<file path="src/rtl/mdio_pkg.sv">
package mdio_pkg;

  // Control-to-datapath strobes, one cycle each
  typedef struct packed {
    logic load;     // start a new frame: load shifter, present first bit
    logic fall;     // MDC falls, next bit is presented
    logic rise;     // MDC rises
    logic capture;  // shift mdioIn into the receive register
    logic finish;   // frame over: park the pins
    logic drive;    // output enable for the bit presented on fall
  } mdio_strobe_t;

  localparam int DATA_W = 16;
  localparam logic [4:0] ID_REG_ADDR = 5'd3;
  localparam logic [4:0] FALLBACK_PHY = 5'd1;
  localparam logic [4:0] LAST_PHY = 5'd31;

endpackage

</file>
<file path="src/rtl/mdio_datapath.sv">
module mdio_datapath
  import mdio_pkg::*;
#(
  parameter int PREAMBLE_LEN = 35
) (
  input  logic               clk,
  input  logic               rstN,
  input  mdio_strobe_t       stb,
  input  logic [4:0]         loadPhy,
  input  logic [4:0]         loadReg,
  input  logic               loadRead,
  input  logic [DATA_W-1:0]  loadData,
  input  logic               mdioIn,
  output logic               mdc,
  output logic               mdioOut,
  output logic               mdioOe,
  output logic [DATA_W-1:0]  rxData
);

  localparam int FRAME_W = PREAMBLE_LEN + 32;
  localparam int TAIL_W  = DATA_W + 2;

  logic [FRAME_W-1:0] frameVec;
  logic [TAIL_W-1:0]  tailBits;
  logic [FRAME_W-2:0] shiftQ;   // bits still to be presented after the current one

  always_comb begin
    tailBits = loadRead ? {TAIL_W{1'b1}} : {2'b10, loadData};
    frameVec = {{PREAMBLE_LEN{1'b1}}, 2'b01, (loadRead ? 2'b10 : 2'b01),
                loadPhy, loadReg, tailBits};
  end

  always_ff @(posedge clk or negedge rstN) begin
    if (!rstN) begin
      shiftQ  <= '1;
      mdc     <= 1'b0;
      mdioOut <= 1'b1;
      mdioOe  <= 1'b0;
    end else if (stb.load) begin
      shiftQ  <= frameVec[FRAME_W-2:0];
      mdioOut <= frameVec[FRAME_W-1];
      mdioOe  <= 1'b1;
      mdc     <= 1'b0;
    end else if (stb.fall) begin
      shiftQ  <= {shiftQ[FRAME_W-3:0], 1'b1};
      mdioOut <= shiftQ[FRAME_W-2];
      mdioOe  <= stb.drive;
      mdc     <= 1'b0;
    end else if (stb.rise) begin
      mdc <= 1'b1;
    end else if (stb.finish) begin
      mdc     <= 1'b0;
      mdioOe  <= 1'b0;
      mdioOut <= 1'b1;
    end
  end

  always_ff @(posedge clk or negedge rstN) begin
    if (!rstN) begin
      rxData <= '0;
    end else if (stb.capture) begin
      rxData <= {rxData[DATA_W-2:0], mdioIn};
    end
  end

endmodule

</file>
<file path="src/rtl/mdio_ctrl.sv">
module mdio_ctrl
  import mdio_pkg::*;
#(
  parameter int CLK_DIV      = 10,
  parameter int PREAMBLE_LEN = 35
) (
  input  logic              clk,
  input  logic              rstN,
  input  logic              regWrEn,
  input  logic              wrRead,
  input  logic              wrWrite,
  input  logic [4:0]        wrPhy,
  input  logic [4:0]        wrReg,
  input  logic [DATA_W-1:0] wrData,
  input  logic              scanStart,
  input  logic [DATA_W-1:0] rxData,
  output mdio_strobe_t      stb,
  output logic [4:0]        loadPhy,
  output logic [4:0]        loadReg,
  output logic              loadRead,
  output logic              busy,
  output logic              done,
  output logic [4:0]        cmdPhy,
  output logic [4:0]        cmdReg,
  output logic [DATA_W-1:0] cmdData,
  output logic              scanDone,
  output logic              scanFound,
  output logic [4:0]        scanAddr
);

  localparam int PH_W    = (2 * CLK_DIV > 1) ? $clog2(2 * CLK_DIV) : 1;
  localparam int WR_BITS = PREAMBLE_LEN + 32;
  localparam int RD_BITS = WR_BITS - 1;
  localparam int BIT_W   = $clog2(WR_BITS + 1);

  localparam logic [PH_W-1:0]  PH_MID       = PH_W'(CLK_DIV - 1);
  localparam logic [PH_W-1:0]  PH_END       = PH_W'(2 * CLK_DIV - 1);
  localparam logic [BIT_W-1:0] WR_LAST      = BIT_W'(WR_BITS - 1);
  localparam logic [BIT_W-1:0] RD_LAST      = BIT_W'(RD_BITS - 1);
  localparam logic [BIT_W-1:0] RD_DRIVEN    = BIT_W'(PREAMBLE_LEN + 14);
  localparam logic [BIT_W-1:0] RD_FIRST_SMP = BIT_W'(PREAMBLE_LEN + 15);

  logic             running, scanning, cmdRead;
  logic [PH_W-1:0]  ph;
  logic [BIT_W-1:0] bitIdx, bitNext;
  logic [4:0]       scanIdx;
  logic frameRead, lastBit, phMid, phEnd, frameEnd, idValid;
  logic accept, scanGo, scanNext;

  always_comb begin
    frameRead = scanning | cmdRead;
    lastBit   = bitIdx == (frameRead ? RD_LAST : WR_LAST);
    phMid     = ph == PH_MID;
    phEnd     = ph == PH_END;
    frameEnd  = running && phEnd && lastBit;
    idValid   = (rxData != '0) && (rxData != '1);
    bitNext   = bitIdx + BIT_W'(1);

    accept   = !running && regWrEn && (wrRead || wrWrite);
    scanGo   = !running && !accept && scanStart;
    scanNext = frameEnd && scanning && !idValid && (scanIdx != LAST_PHY);

    stb.load    = accept || scanGo || scanNext;
    stb.rise    = running && phMid;
    stb.capture = running && phMid && frameRead && (bitIdx >= RD_FIRST_SMP);
    stb.fall    = running && phEnd && !lastBit;
    stb.finish  = frameEnd && !scanNext;
    stb.drive   = !frameRead || (bitNext < RD_DRIVEN);

    loadPhy  = accept ? wrPhy : (scanGo ? 5'd0 : scanIdx + 5'd1);
    loadReg  = accept ? wrReg : ID_REG_ADDR;
    loadRead = accept ? wrRead : 1'b1;
  end

  // Bit timing engine
  always_ff @(posedge clk or negedge rstN) begin
    if (!rstN) begin
      running <= 1'b0;
      ph      <= '0;
      bitIdx  <= '0;
    end else if (stb.load) begin
      running <= 1'b1;
      ph      <= '0;
      bitIdx  <= '0;
    end else if (running) begin
      if (phEnd) begin
        ph <= '0;
        if (lastBit) running <= 1'b0;
        else         bitIdx  <= bitNext;
      end else begin
        ph <= ph + PH_W'(1);
      end
    end
  end

  // Software command word
  always_ff @(posedge clk or negedge rstN) begin
    if (!rstN) begin
      cmdPhy  <= '0;
      cmdReg  <= '0;
      cmdData <= '0;
      cmdRead <= 1'b0;
      done    <= 1'b0;
    end else if (accept) begin
      cmdPhy  <= wrPhy;
      cmdReg  <= wrReg;
      cmdData <= wrData;
      cmdRead <= wrRead;
      done    <= 1'b0;
    end else if (frameEnd && !scanning) begin
      done <= 1'b1;
      if (cmdRead) cmdData <= rxData;
    end
  end

  // Address search
  always_ff @(posedge clk or negedge rstN) begin
    if (!rstN) begin
      scanning  <= 1'b0;
      scanIdx   <= '0;
      scanDone  <= 1'b0;
      scanFound <= 1'b0;
      scanAddr  <= FALLBACK_PHY;
    end else if (scanGo) begin
      scanning  <= 1'b1;
      scanIdx   <= '0;
      scanDone  <= 1'b0;
      scanFound <= 1'b0;
    end else if (scanNext) begin
      scanIdx <= scanIdx + 5'd1;
    end else if (frameEnd && scanning) begin
      scanning  <= 1'b0;
      scanDone  <= 1'b1;
      scanFound <= idValid;
      scanAddr  <= idValid ? scanIdx : FALLBACK_PHY;
    end
  end

  assign busy = running;

endmodule

</file>
<file path="src/rtl/mdio_master.sv">
module mdio_master
  import mdio_pkg::*;
#(
  parameter int CLK_DIV      = 10,
  parameter int PREAMBLE_LEN = 35
) (
  input  logic        clk,
  input  logic        rstN,
  input  logic        regWrEn,
  input  logic [31:0] regWrData,
  output logic [31:0] regRdData,
  input  logic        scanStart,
  output logic        scanDone,
  output logic        scanFound,
  output logic [4:0]  scanAddr,
  output logic        mdc,
  output logic        mdioOut,
  output logic        mdioOe,
  input  logic        mdioIn
);

  mdio_strobe_t      stb;
  logic [4:0]        loadPhy, loadReg, cmdPhy, cmdReg;
  logic              loadRead, busy, done;
  logic [DATA_W-1:0] rxData, cmdData;
  logic              unusedCmdBits;

  assign unusedCmdBits = ^regWrData[31:28];

  mdio_ctrl #(.CLK_DIV(CLK_DIV), .PREAMBLE_LEN(PREAMBLE_LEN)) u_ctrl (
    .clk(clk), .rstN(rstN), .regWrEn(regWrEn),
    .wrRead(regWrData[27]), .wrWrite(regWrData[26]),
    .wrPhy(regWrData[25:21]), .wrReg(regWrData[20:16]), .wrData(regWrData[15:0]),
    .scanStart(scanStart), .rxData(rxData), .stb(stb),
    .loadPhy(loadPhy), .loadReg(loadReg), .loadRead(loadRead),
    .busy(busy), .done(done), .cmdPhy(cmdPhy), .cmdReg(cmdReg), .cmdData(cmdData),
    .scanDone(scanDone), .scanFound(scanFound), .scanAddr(scanAddr)
  );

  mdio_datapath #(.PREAMBLE_LEN(PREAMBLE_LEN)) u_dp (
    .clk(clk), .rstN(rstN), .stb(stb),
    .loadPhy(loadPhy), .loadReg(loadReg), .loadRead(loadRead), .loadData(regWrData[15:0]),
    .mdioIn(mdioIn), .mdc(mdc), .mdioOut(mdioOut), .mdioOe(mdioOe), .rxData(rxData)
  );

  assign regRdData = {2'b00, busy, done, 2'b00, cmdPhy, cmdReg, cmdData};

endmodule

</file>
<file path="config.mk">
export PLATFORM = sky130hd
export DESIGN_NAME = mdio_master
export DESIGN_NICKNAME = d
export VERILOG_FILES = /design/src/rtl/mdio_pkg.sv /design/src/rtl/mdio_datapath.sv /design/src/rtl/mdio_ctrl.sv /design/src/rtl/mdio_master.sv
export SDC_FILE = /design/constraint.sdc
export NUM_CORES = 1
export LEC_CHECK = 0
export BUFFER_PORTS_ARGS = -buffer_cell sky130_fd_sc_hd__buf_4
export CAP_MARGIN = 20
export CORE_ASPECT_RATIO = 2
export CORE_MARGIN = 8
export CORE_UTILIZATION = 55
export DETAILED_ROUTE_END_ITERATION = 8
export GPL_ROUTABILITY_DRIVEN = 1
export GPL_TIMING_DRIVEN = 1
export PLACE_DENSITY_LB_ADDON = 0.05
export SKIP_LAST_GASP = 1
export SYNTH_ARGS = -nofsm -noshare
export SYNTH_HDL_FRONTEND = slang
export SYNTH_HIERARCHICAL = 1
export SYNTH_SLANG_ARGS = --single-unit
</file>
<file path="constraint.sdc">
create_clock -name clk -period 2.77 [get_ports clk]
set_clock_uncertainty 0.1 [all_clocks]
set_input_delay 0.6925 -clock clk [delete_from_list [all_inputs] [get_ports clk]]
set_output_delay 0.6925 -clock clk [all_outputs]
set_load 0.01 [all_outputs]
</file>
After elaboration in Yosys (flattened, before gate mapping)

Index checks and enable logic that the tools add are counted.

Register bits: 139
Bits in latches: 0
Memory bits (writable): 0
ROM bits: 0
Input port bits: 37
Output and inout bits: 42
Memories kept: 0

$add $sub $neg: 3
Multipliers: 0
Divide/modulo/power cells: 0
Order comparisons: 2
Eq/ne operators: 8
Shift-type cells: 0
Mux-type cells: 48
Bitwise logic cells: 3
Reductions and logical operators: 42

Operators with widths:

| cell                                                                                 | number |
|---|---|
| 66-bit two-way mux                                                                   | 2 |
| 16-bit two-way mux                                                                   | 3 |
| 5-bit two-way mux                                                                    | 9 |
| 7-bit two-way mux                                                                    | 4 |
| 1-bit two-way mux                                                                    | 27 |
| 17-bit two-way mux                                                                   | 1 |
| 1-bit logical AND                                                                    | 16 |
| 16-bit != test (second input constant)                                               | 1 |
| 16-bit nonzero test                                                                  | 1 |
| 2-bit nonzero test                                                                   | 7 |
| 5-bit by 1-bit adder with 5-bit output (second input constant)                       | 2 |
| 7-bit by 1-bit adder with 7-bit output (second input constant)                       | 1 |
| 7-bit == test                                                                        | 1 |
| 7-bit by 6-bit greater-or-equal comparator with 1-bit output (second input constant) | 1 |
| 1-bit logical NOT                                                                    | 7 |
| 7-bit by 6-bit less-than comparator with 1-bit output (second input constant)        | 1 |
| 2-bit AND reduction                                                                  | 3 |
| 3-bit AND reduction                                                                  | 2 |
| 5-bit by 4-bit == test with 1-bit output (second input constant)                     | 1 |
| 5-bit == test (second input constant)                                                | 1 |
| 5-bit != test (second input constant)                                                | 1 |
| 1-bit logical OR                                                                     | 4 |
| 2-bit two-way mux                                                                    | 2 |
| 4-bit nonzero test                                                                   | 1 |
| 6 further kinds                                                                      | 7 |

Longest topological paths before layout

Gate-level depths: netlist of the first run.

Depth after elaboration: 13
Mapped depth: 12
Mapped depth without buffers: 8

Hierarchy

Netlist of the first run, hierarchy kept.

Modules (own cells, without submodules):

| module        | instances | cells an instance | area an instance (um^2) | sequential area each (um^2) |
|---|---|---|---|---|
| mdio_datapath | 1         | 278               | 3,766.1                 | 2,210.9 |
| mdio_ctrl     | 1         | 266               | 2,950.3                 | 1,352.5 |
| mdio_master   | 1         | 7                 | 48.8                    | 0.0 |

Worst setup path after synthesis of the first run

Ideal clock, no wire load.

Kind: input port to flip-flop
Start: in regWrData[26]
End: reg u_dp.shiftQ[10]
Library setup time: 0.080 ns
Arrival: 2.453 ns
Path slack: 0.138 ns
Cell stages on the path: 11
Cells stage by stage: o21ai_2 > and3b_1 > clkbuf_1 > nor2_1 > nand2_1 > buf_2 > buf_2 > nand2b_1 > buf_2 > buf_4 > o22a_1

RTL lines:

| element                | line                | source |
|---|---|---|
| start: declaration     | mdio_master.sv:10   | `input logic [31:0] regWrData,` |
| end signal: assignment | mdio_datapath.sv:40 | `shiftQ <= frameVec[FRAME_W-2:0];` |
| end signal: assignment | mdio_datapath.sv:45 | `shiftQ <= {shiftQ[FRAME_W-3:0], 1'b1};` |
| end: declaration       | mdio_datapath.sv:25 | `logic [FRAME_W-2:0] shiftQ;` |

==> results.md, run 1 <==
- CP Class: reg2reg
- Part of the power in the clock network: 0.497
- Vias per cell: 5.68
- CTS-repair resized insts: 0
- Leak pwr: 0.00348 uW
- Critical Path RT: 3.01 ns
- H-Tree Depth: 4
- Status: completed
- Final min period: 2.44 ns
- Worst-path clk slew: 0.06 ns
- Number of DRC markers in iteration 0: 191
- Total Routed Length: 14300 microns
- Synth Register Bits: 139
- Syn. warnings: 6
- GPL Wtd Cong: 0.805
- Reg2reg path depth: 7
- FF-to-FF End: u_dp/shiftQ[16]$_DFFE_PN1P_
- Seq pwr share: 0.457
- Congestion Overflow GR: 0
- Hold Path Class: in2async
- Worst-path maximum fanout: 21
- N_diodes: 0
- Netlist Area Pre-Place: 0.00677 sq mm
- Worst hold slack: 0.115 ns
- Yosys cell types: 59
- Synth area leaders: dfstp_2 (26%), dfrtp_1 (26%), mux2_2 (6.0%)
- Setup Total Neg Slack: 0 ns
- Vias in the first global route: 4908
- Area grow syn2layout: 19.2%
- Die ar.: 0.0163 sq mm
- Slew Viols, Final: 0
- Non-filler instance count after layout: 782
- Post-DRT Antenna Nets: 0
- Cell taking the most area after synthesis: dfstp_2
- Worst IR Drop VDD: 0.544 mV
- Design Area, Final: 0.00807 sq mm
- Number of max-cap violations: 0
- Rel. slew slack: 0.642
- Number of port buffers: 70
- Largest net degree at the start of global routing: 59
- Post-Synthesis Cells: 551
- Ys flop type: dfrtp_1
- Pwr/cell area: 576 mW/mm^2
- Starting density of the core: 0.561
- Worst Path Arrival: 2.67 ns
- Via count: 4442
- Internal Power: 3650 uW
- Final-report hold violation count: 0
- Sequential area share after synthesis: 0.527
- Number of enable flip-flop cells after synthesis: 0
- # setup viols final: 0
- Share of cells above drive strength 1: 0.422
- First-pass GRT wire length: 24600 microns
- CP startpoint kind: register
- Avg Cell Area, Syn: 12.3 sq um
- FF-to-FF Start: u_ctrl/ph[0]$_DFFE_PN0P_
- Fmax: 411 MHz
- Most frequent cell after synthesis: dfrtp_1
- Logic pwr share: 0.046
- Die Ht: 173 microns
- Antenna violations before repair: 0
- Placed cells: 750
- Crit end category: register
- Async SR Flop Fraction: 1.00
- Finished Core Util: 0.669
- Worst setup path endpoint: u_dp/shiftQ[16]$_DFFE_PN1P_
- HPWL after DPL: 9960 microns
- Commonest cells in the netlist: dfrtp_1 (71), dfstp_2 (68), nor2b_1 (41), a211o_1 (36), mux2_2 (36)
- Clk sink count: 139
- Postcts setup bufs: 0
- # IOs: 79
- Root buffer cell: clkbuf_16
- Setup slack, reg-to-reg: 0.33 ns
- Final nets: 665
- Clock latency on the worst-skew pair: 0.41 ns
- Hold buffers post-CTS: 0
- Standard-cell rows: 57
- CP Launch Point: u_ctrl/ph[0]$_DFFE_PN0P_
- Sw Share: 0.216
- Die width: 94.4 microns
- Clock Path Buffers: 2
- CTS tree: yes
- Psw: 1000 uW
- Worst-Margin Slew: 0.531 ns
- Final Cycle Share: 0.879
- DRC: 0
- Wire per inst: 18.3 microns
- GR Util All Layers: 0.190
- Core ar.: 0.0121 sq mm
- RSZ-0062 raised after global routing: no
- CTS buffer count: 17
- First-pass DRT Iterations: 4
- Top cell type's share of synthesized area: 0.264
- Placed instance area: 0.00746 sq mm
## stage by stage
step / setup WS, ns / total power [uW]
2_1_floorplan: 0.138 / 2240
3_3_place_gp: 0.429 / 2370
3_5_place_dp: 0.371 / 2380
4_1_cts: 0.348 / 4720
5_1_grt: 0.239 / 4830
6_report: 0.334 / 4650
## worst min-delay path by stage
stage	from	endpoint	slack, ns	cells after the start
after global placement	u_ctrl/scanAddr[0]$_DFFE_PN1P_	u_ctrl/scanAddr[0]$_DFFE_PN1P_	0.37	2
after CTS	rstN	u_ctrl/scanIdx[0]$_DFFE_PN0P_	0.10	1
after detailed placement	u_ctrl/scanAddr[0]$_DFFE_PN1P_	u_ctrl/scanAddr[0]$_DFFE_PN1P_	0.38	2
after global routing	rstN	u_ctrl/scanIdx[0]$_DFFE_PN0P_	0.12	1
after floorplan	rstN	u_ctrl/bitIdx[0]$_DFFE_PN0P_	0.30	0
final	rstN	u_ctrl/scanIdx[0]$_DFFE_PN0P_	0.11	1
## state kept, by name (all words and copies together), names as in the netlist, 5 cells and up
register	flops
u_ctrl/cmdReg	5
u_dp/shiftQ	66
u_ctrl/cmdPhy	5
u_ctrl/bitIdx	7
u_ctrl/cmdData	16
u_dp/rxData	16
u_ctrl/scanIdx	5
u_ctrl/scanAddr	5
u_ctrl/ph	5
## power by group through the flow
| stage | sequential [uW] | combinational (uW) | clock [uW] |
|---|---|---|---|
| after floorplan | 2150 | 86.3 | 0 |
| after global placement | 2150 | 213 | 0 |
| after detailed placement | 2160 | 220 | 0 |
| after CTS | 2120 | 220 | 2380 |
| after global routing | 2130 | 240 | 2460 |
| final | 2120 | 215 | 2310 |
## final cells by class
class / count / area (sq um)
sequential: 139 / 3560
multi-input combinational: 363 / 2940
clock buffer: 19 / 443
clock inverter: 13 / 166
fill: 929 / 3990
timing repair buffer: 93 / 739
tap: 147 / 184
inverter: 8 / 30.0
## critical path: stages (launching register included)
cell,delay [ns]
dfrtp_1,0.42
ha_1,0.20
and4bb_2,0.32
and2_1,0.19
o21a_4,0.42
buf_4,0.24
mux2_4,0.30
o21a_1,0.17
## cell families (layout without fill, tap and decap cells)
group | count (synthesis) | in the layout | synth area share
flops | 139 | 139 | 0.527
simple gates | 138 | 138 | 0.115
compound gates | 114 | 114 | 0.129
mux | 88 | 88 | 0.158
buf+inv | 52 | 133 | 0.0427
xor+xnor | 12 | 12 | 0.0155
fa+ha+maj | 7 | 7 | 0.0126
other cells | 1 | 4 | 0.000554
## layer usage
layer / GRT usage / share of wire / up-vias
li1: - / - / 2105
met3: 0.0477 / 0.039 / 11
met2: 0.328 / 0.56 / 72
met5: 0 / 0 / -
met4: 0.0660 / 0.0096 / 0
met1: 0.215 / 0.39 / 2254
## cells in the final DEF (no fill, tap or decap), types with 3 or more instances in the layout
cell type    n
a211o_1     36
a21oi_1      7
a22o_1       6
and2_1       4
and3_1       3
buf_12       3
buf_4       89
bufinv_16    3
clkbuf_16   17
clkinv_4     3
clkinvlp_4   3
conb_1       4
dfrtp_1     71
dfstp_2     68
ha_1         6
inv_1        8
mux2_1      12
mux2_2      36
mux2_4      25
mux2i_1     15
nand2_1     22
nand2b_1     3
nand3_1      5
nand4_1      6
nor2_1      22
nor2b_1     41
nor3_1       6
nor4_1       4
o21ai_0     16
o21ai_1     12
o22a_1      15
or3_1        8
xnor2_1      6
xor2_1       6
Note: power is estimated with default switching activity, not from simulation.
==> run 2: changes to the inputs <==
Settings changed: CORE_UTILIZATION 55 to 53.
Clock period 2.77 ns to 2.1 ns, I/O delays scaled along.
==> results.md, run 2 (synthesized netlist as in run 1, its figures left out) <==
- Worst IR Drop VDD: 0.600 mV (+10%)
- CP startpoint kind: register
- Final Cycle Share: 1.01 (+0.127)
- Clock latency on the worst-skew pair: 0.41 ns (about the same)
- Largest net degree at the start of global routing: 53 (-10%)
- Final nets: 725 (+9.0%)
- # IOs: 79 (unchanged)
- Vias per cell: 5.60 (-1.4%)
- Slew Viols, Final: 0 (unchanged)
- Filler cells: 938 (+0.97%)
- Via count: 4732 (+6.5%)
- Number of DRC markers in iteration 0: 212 (+11%)
- First-pass GRT wire length: 25900 microns (+5.4%)
- Pwr/cell area: 690 mW/mm^2 (+20%)
- Wire per inst: 18.7 microns (+2.3%)
- Total Routed Length: 15800 microns (+10%)
- Final WS setup: -0.0139 ns (-0.348 ns)
- N_diodes: 0 (unchanged)
- Post-DRT Antenna Nets: 0 (unchanged)
- Clock Path Buffers: 2 (unchanged)
- GPL Wtd Cong: 0.876 (+8.7%)
- Register area: 0.00357 sq mm (about the same)
- Standard-cell rows: 58 (+1.8%)
- Final-report hold violation count: 0 (unchanged)
- Finished Core Util: 0.699 (+0.0297)
- Most frequent cells in the layout: buf_4 (133), dfrtp_1 (69), dfstp_2 (68), nor2b_1 (40)
- Area of the multi-input gates: 0.00307 sq mm (+4.3%)
- Congestion Overflow GR: 0 (unchanged)
- CP Class: reg2reg
- Final min period: 2.11 ns (-0.322 ns)
- DRC: 0 (unchanged)
- Worst Path Arrival: 2.35 ns (-0.32 ns)
- Status: finished, violations left
- First-pass DRT Iterations: 5 (+1)
- Worst-path clk slew: 0.06 ns (about the same)
- Largest regs: u_dp/shiftQ (66), u_ctrl/cmdData (16), u_dp/rxData (16)
- Share of cells above drive strength 1: 0.498 (+0.0758)
- Placed instance area: 0.00787 sq mm (+5.5%)
- # setup viols final: 3 (+3)
- Max FFs per register: 66 (unchanged)
- H-Tree Depth: 4 (unchanged)
- Critical Path RT: 2.34 ns (-0.67 ns)
- Hold Path Class: in2reg
- Fmax: 473 MHz (+15%)
- CTS buffer count: 17 (unchanged)
- Worst-path maximum fanout: 6 (-71%)
- Die Ht: 176 microns (+1.7%)
- Core ar.: 0.0126 sq mm (+4.2%)
- Violated checks: setup timing
- Design Area, Final: 0.00877 sq mm (+8.8%)
- Die ar.: 0.0169 sq mm (+3.3%)
- Crit end category: register
- HPWL after DPL: 10500 microns (+5.5%)
- Root buffer cell: clkbuf_16
- Clk sink count: 139 (unchanged)
- Starting density of the core: 0.539 (-0.0224)
- Antenna violations before repair: 0 (unchanged)
- CTS tree: yes
- Die width: 95.9 microns (+1.6%)
- Most common cell after layout, fill and taps aside: buf_4
- Number of max-cap violations: 0 (unchanged)
- Leak pwr: 0.00389 uW (+12%)
- GR Util All Layers: 0.197 (+0.00699)
- Setup Total Neg Slack: -0.0227 ns (-0.0227 ns)
- Area grow syn2layout: 29.7%
- RSZ-0062 raised after global routing: yes
- Reg with most FFs: u_dp/shiftQ
- Vias in the first global route: 5168 (+5.3%)
- Number of port buffers: 70 (unchanged)
## run 2: repair_timing
item                                    4_1_cts  5_1_grt
endpoints found under the setup margin       75      104
pin swaps                                     8        7
hold buffers                                  1        0
gates resized for setup                       8       16
setup buffers                                 9        7
cloned                                        2        2
hold endpoints to repair                      2        0
## run 2: layout make-up
| class | instances | area share |
|---|---|---|
| flip-flops and latches | 139 | 0.406 |
| clock buffers | 21 | 0.0550 |
| inverters | 8 | 0.00342 |
| repair buffers | 151 | 0.152 |
| well taps | 150 | 0.0214 |
| clock inverters | 11 | 0.0123 |
| multi-input cells | 365 | 0.350 |
## run 2: through the flow
| stage | std cells | power (uW) | hold slack, ns | setup slack, ns |
|---|---|---|---|---|
| 6_report | 845 | 6060 | 0.226 | -0.0139 |
| 5_1_grt | 845 | 6270 | 0.230 | -0.0862 |
| 4_1_cts | 836 | 6130 | 0.212 | -0.0399 |
| 3_5_place_dp | 792 | 3150 | 0.268 | -0.105 |
| 3_3_place_gp | 792 | 3140 | 0.267 | -0.0298 |
| 2_1_floorplan | 554 | 2960 | 0.129 | -0.158 |
## run 2: per-layer routing
metal,wire [microns],up-vias,track usage,share of wire
li1,-,2238,-,-
met1,6320,2375,0.225,0.40
met2,8740,92,0.348,0.55
met3,419,27,0.0295,0.026
met4,347,0,0.0794,0.022
met5,0,-,0,0
## run 2: final timing paths
check / startpoint / endpoint / slack (ns) / cells after the start
setup / recovery: u_ctrl/ph[1]$_DFFE_PN0P_ / u_dp/shiftQ[13]$_DFFE_PN1P_ / -0.01 / 8
hold / removal: regWrData[21] / u_ctrl/cmdPhy[0]$_DFFE_PN0P_ / 0.23 / 3
setup reg to reg: u_ctrl/ph[1]$_DFFE_PN0P_ / u_dp/shiftQ[13]$_DFFE_PN1P_ / -0.01 / 8
hold reg to reg: u_ctrl/scanAddr[0]$_DFFE_PN1P_ / u_ctrl/scanAddr[0]$_DFFE_PN1P_ / 0.40 / 2
max in group asynchronous: rstN / u_ctrl/scanAddr[0]$_DFFE_PN1P_ / 0.84 / 3
min in group asynchronous: rstN / u_ctrl/cmdData[15]$_DFFE_PN0P_ / 0.41 / 2
## run 2: critical path: stages, from the launching register on
cell and delay, ns:
dfrtp_1 0.36, ha_2 0.19, and4bb_2 0.30, and2_4 0.17, o21a_4 0.15, buf_12 0.15, buf_12 0.13, mux2_4 0.30
o22a_1 0.18
## run 2: where the power goes
group	internal, uW	switching, uW
clock	1780	1170
sequential	2760	36.2
combinational	156	153
